**src/rtl/lock_pkg.sv**
```systemverilog
package lock_pkg;
  localparam int unsigned VAL_W      = 4;
  localparam int unsigned NUM_DIGITS = 3;
  localparam int unsigned ST_W       = NUM_DIGITS + 1;
endpackage

```
**src/rtl/lock_rst_sync.sv**
```systemverilog
module lock_rst_sync #(
  parameter int unsigned STAGES = 2
) (
  input  logic clk,
  input  logic rst_n,
  output logic rst_sync_n
);
  logic [STAGES-1:0] sync_q;

  always_ff @(posedge clk or negedge rst_n) begin
    if (!rst_n) sync_q <= '0;
    else        sync_q <= {sync_q[STAGES-2:0], 1'b1};
  end

  assign rst_sync_n = sync_q[STAGES-1];
endmodule

```
**src/rtl/lock_digit_sel.sv**
```systemverilog
module lock_digit_sel #(
  parameter int unsigned VAL_W      = 4,
  parameter int unsigned NUM_DIGITS = 3
) (
  input  logic [NUM_DIGITS-1:0]       sel_i,
  input  logic [NUM_DIGITS*VAL_W-1:0] combo_i,
  output logic [VAL_W-1:0]            digit_o
);
  logic [VAL_W-1:0] term [NUM_DIGITS];

  for (genvar k = 0; k < NUM_DIGITS; k++) begin : g_term
    assign term[k] = {VAL_W{sel_i[k]}} & combo_i[k*VAL_W +: VAL_W];
  end

  always_comb begin
    digit_o = '0;
    for (int k = 0; k < NUM_DIGITS; k++) digit_o = digit_o | term[k];
  end
endmodule

```
**src/rtl/lock_cmp.sv**
```systemverilog
module lock_cmp #(
  parameter int unsigned VAL_W = 4
) (
  input  logic [VAL_W-1:0] a_i,
  input  logic [VAL_W-1:0] b_i,
  output logic             equal_o
);
  assign equal_o = (a_i == b_i);
endmodule

```
**src/rtl/lock_fsm.sv**
```systemverilog
module lock_fsm #(
  parameter int unsigned NUM_DIGITS = 3,
  localparam int unsigned ST_W = NUM_DIGITS + 1
) (
  input  logic            clk,
  input  logic            rst_n,
  input  logic            strobe_i,
  input  logic            equal_i,
  output logic [ST_W-1:0] state_o
);
  localparam logic [ST_W-1:0] ST_FIRST = ST_W'(1);
  localparam logic [ST_W-1:0] ST_ERR   = '0;

  logic [ST_W-1:0] state_q, state_d;
  logic            active;
  logic            load_en;

  assign active  = |state_q[NUM_DIGITS-1:0];
  assign load_en = active & strobe_i;

  always_comb begin
    state_d = state_q;
    if (load_en) begin
      if (equal_i) state_d = state_q << 1;
      else         state_d = ST_ERR;
    end
  end

  always_ff @(posedge clk or negedge rst_n) begin
    if (!rst_n)       state_q <= ST_FIRST;
    else if (load_en) state_q <= state_d;
  end

  assign state_o = state_q;
endmodule

```
**src/rtl/combo_lock_ctrl.sv**
```systemverilog
module combo_lock_ctrl
  import lock_pkg::*;
(
  input  logic                        clk,
  input  logic                        rst_n,
  input  logic                        strobe_i,
  input  logic [VAL_W-1:0]            value_i,
  input  logic [NUM_DIGITS*VAL_W-1:0] combo_i,
  output logic                        open_o
);
  logic            rst_sync_n;
  logic [ST_W-1:0] state_q;
  logic [VAL_W-1:0] digit;
  logic            equal;

  lock_rst_sync #(.STAGES(2)) u_rst (
    .clk(clk), .rst_n(rst_n), .rst_sync_n(rst_sync_n)
  );

  lock_digit_sel #(.VAL_W(VAL_W), .NUM_DIGITS(NUM_DIGITS)) u_sel (
    .sel_i(state_q[NUM_DIGITS-1:0]), .combo_i(combo_i), .digit_o(digit)
  );

  lock_cmp #(.VAL_W(VAL_W)) u_cmp (
    .a_i(digit), .b_i(value_i), .equal_o(equal)
  );

  lock_fsm #(.NUM_DIGITS(NUM_DIGITS)) u_fsm (
    .clk(clk), .rst_n(rst_sync_n), .strobe_i(strobe_i),
    .equal_i(equal), .state_o(state_q)
  );

  assign open_o = state_q[NUM_DIGITS];
endmodule

```
**config.mk**
```make
export PLATFORM = sky130hd
export DESIGN_NAME = combo_lock_ctrl
export DESIGN_NICKNAME = d
export VERILOG_FILES = /design/src/rtl/lock_pkg.sv /design/src/rtl/lock_rst_sync.sv /design/src/rtl/lock_digit_sel.sv /design/src/rtl/lock_cmp.sv /design/src/rtl/lock_fsm.sv /design/src/rtl/combo_lock_ctrl.sv
export SDC_FILE = /design/constraint.sdc
export NUM_CORES = 1
export LEC_CHECK = 0
export BUFFER_PORTS_ARGS = -buffer_cell sky130_fd_sc_hd__buf_4
export CORE_AREA = 2 2 39 41
export DETAILED_ROUTE_END_ITERATION = 16
export DIE_AREA = 0 0 41 43
export GPL_ROUTABILITY_DRIVEN = 0
export GPL_TIMING_DRIVEN = 0
export PLACE_DENSITY = 0.5
export SKIP_CTS_REPAIR_TIMING = 1
export SLEW_MARGIN = 20
export SYNTH_ARGS = -nofsm -noshare
export SYNTH_HDL_FRONTEND = slang
export SYNTH_HIERARCHICAL = 1
export SYNTH_SLANG_ARGS = --single-unit
```
**constraint.sdc**
```tcl
create_clock -name clk -period 1.6 [get_ports clk]
set_clock_uncertainty 0.2 [all_clocks]
set_input_delay 0.08 -clock clk [delete_from_list [all_inputs] [get_ports clk]]
set_output_delay 0.08 -clock clk [all_outputs]
set_load 0.05 [all_outputs]
```
==> impl_metrics.csv <==
group,metric,value,unit
critical_path,crit_path_end_kind,"flop",
die,dieHeight,43,microns
cts,cts_buffer_depth,2,
routing,drtIter0Drc,19,
critical_path,crit_end,"u_fsm/state_o[3]",
power,combPwrFrac,16.0,%
yosys,syn_nets,48,
global_routing,grt-ovfl-total,0,
routing,drtPass1Iterations,4,
power,p_switching,0.0727,mW
sta,fin_crit_sh,114,%
job,maxCapViolCount,0,
power,p_total,0.362,mW
routing,routedWlPerCell,10.2,microns
yosys,netlist_instances,29,
yosys,synth_top_area_share,40.2,%
global_routing,grt_pass1_wl,986,microns
die,dieArea,1760,sq um
run_status,violations,"hold timing, setup timing",
routing,viasPerCell,4.51,
placement,dp_cells,64,
die,coreArea,1380,sq um
yosys,ys.flop_type,"dfrtp_1",
yosys,synth.distinct_cells,12,
global_routing,grt_max_degree,8,
placement,portBuffers,19,
critical_path,crit_arrival,1.80,ns
sta,fmax,548,MHz
critical_path,crit_start,"u_fsm/state_o[1]",
yosys,ys_top_cells_by_area,"dfrtp_1 (40%), a222oi_1 (13%), xor2_1 (11%)",
cts,clk_latency,0.24,ns
critical_path,r2r_cells,6,
critical_path,rrSetupSlack,-0.22,ns
critical_path,start_kind,"flop",
placement,dp_hpwl,556,microns
cts,cts_tree,"built",
cts,numCtsBuffers,3,
critical_path,worstPathMaxFanout,6,
critical_path,reg2reg_to,"u_fsm/state_o[3]",
routing,post-route-drc-count,0,
sta,finalMaxSlewViolations,0,
power,p_int,0.290,mW
sta,timing.final.crit_period,1.82,ns
global_routing,grt_use_total,8.81,%
sta,whs,-0.00977,ns
cts,cts_sinks,6,
routing,postRouteAntennaNets,0,
sta,rsz0062_at_grt,"true",
routing,routed_wl,758,microns
sta,setup_viol,3,
die,pin_count,20,
cells_and_area,final_util,40.3,%
yosys,synth.largest_area_cell,"dfrtp_1",
critical_path,worstSetupPathType,"flop to flop",
global_routing,grt_pass1_vias,258,
placement,pre_cts_slack,-0.303,ns
critical_path,r2r-start,"u_fsm/state_o[1]",
global_routing,antenna_found_initial,0,
power,p_leak,0.296,nW
cells_and_area,final_cells,74,
run_status,status,"complete, but fails checks",
cts,root_buffer,"clkbuf_4",
cells_and_area,synthToLayoutAreaGrowth,79.1,%
cells_and_area,nNetsFinal,78,
yosys,yosysWarnings,6,
yosys,seq_area_frac_synth,48.6,%
yosys,yosysMostFrequentCell,"inv_1",
yosys,postSynthAreaPerCell,10.7,sq um
yosys,synth_edf_count,0,
cells_and_area,diodes,0,
cells_and_area,drive_gt1_share,50.0,%
cts,cts_max_level,1,
critical_path,critPathRequiredTime,1.58,ns
sta,fin_ws,-0.224,ns
yosys,ys_seq_elements,6,
power,p_per_area,649,nW/um^2
routing,dr_total_vias,334,
die,fp-row-count,14,
power,irDropWorstVdd,0.398,mV
die,die_w,41,microns
cts,cts.clk_slew.worst_paths,0.05,ns
sta,hold_violations,1,
power,p_sw_share,20.1,%
yosys,async_flop_share,100,%
power,seqPwrFrac,43.4,%
die,initial_utilization,22.5,%
hold_path,worstHoldPathType,"flop to asynchronous set/reset pin",
power,power_frac_clock,40.7,%
yosys,synth_common_cells,"inv_1 (6), dfrtp_1 (5), a222oi_1 (4), xor2_1 (4)",
yosys,synth_area,312,sq um
-- worst min path at each step --
stage,to,slack [ns],start,cells past startpoint
after floorplan,u_rst/sync_q[0],-0.42,rst_n,0
after global placement,u_rst/sync_q[0],-0.34,rst_n,1
after detailed placement,u_rst/sync_q[0],-0.34,rst_n,1
after CTS,u_rst/sync_q[0],-0.60,rst_n,1
after global routing,u_fsm/state_o[0],0.006,u_rst/sync_q[1],0
final,u_fsm/state_o[0],-0.01,u_rst/sync_q[1],0
-- registers in the layout, indices dropped and copies added (netlist names) --
register / flops
u_fsm/state_o: 4
u_rst/sync_q: 2
-- worst max-delay path, cell delays in order (launching register included) --
cell and delay (ns):
dfrtp_2 0.44, a222oi_1 0.31, inv_1 0.09, xor2_1 0.16, nor4_2 0.25, buf_4 0.17
a32o_1 0.15
-- power by group through the flow --
stage / clock (mW) / sequential (mW) / combinational (mW)
after floorplan: 0 / 0.163 / 0.00655
after global placement: 0 / 0.160 / 0.0479
after detailed placement: 0 / 0.161 / 0.0481
after CTS: 0.161 / 0.158 / 0.0482
after global routing: 0.174 / 0.157 / 0.0623
final: 0.147 / 0.157 / 0.0578
-- cells in the final DEF (no fill, tap or decap) --
cell and n:
dfrtp_1 3, and2b_2 1, xor2_1 4, a32o_1 1, o21ai_1 2, buf_4 21, conb_1 1, nor4_2 1
a222oi_1 4, dfstp_2 1, inv_1 6, dfrtp_2 2, dlygate4sd3_1 4, clkbuf_4 3, nand3_1 2, clkbuf_1 1
o31ai_1 1
-- routing by layer --
metal | track usage (%) | part of all wire (%) | up-vias
met3 | 3.66 | 15 | 0
li1 | - | - | 163
met5 | 0 | 0 | -
met1 | 8.28 | 39 | 151
met2 | 13.4 | 46 | 20
met4 | 8.00 | 0 | 0
-- through the flow --
| stage | setup TNS [ns] | instance area [sq um] |
|---|---|---|
| after detailed placement | -0.890 | 474 |
| after floorplan | -0.245 | 312 |
| after global routing | -1.04 | 558 |
| after CTS | -0.946 | 500 |
| after global placement | -0.912 | 474 |
| final | -0.656 | 558 |
-- layout make-up --
class | count | area [sq um]
multi-input combinational | 17 | 138
timing repair buffer | 25 | 198
clock buffer | 4 | 26.3
sequential | 6 | 154
fill | 140 | 826
tap | 16 | 20.0
inverter | 6 | 22.5
-- kinds of logic after synthesis --
logic type             after synthesis  synth area share, %
AO/OA/AOI/OAI                        8                 21.7
XOR/XNOR                             4                 11.2
buffers and inverters                6                 7.23
flip-flops                           6                 48.6
AND/OR/NAND/NOR                      4                 10.0
other                                1                 1.20
Power figures use the tool's default switching activity.
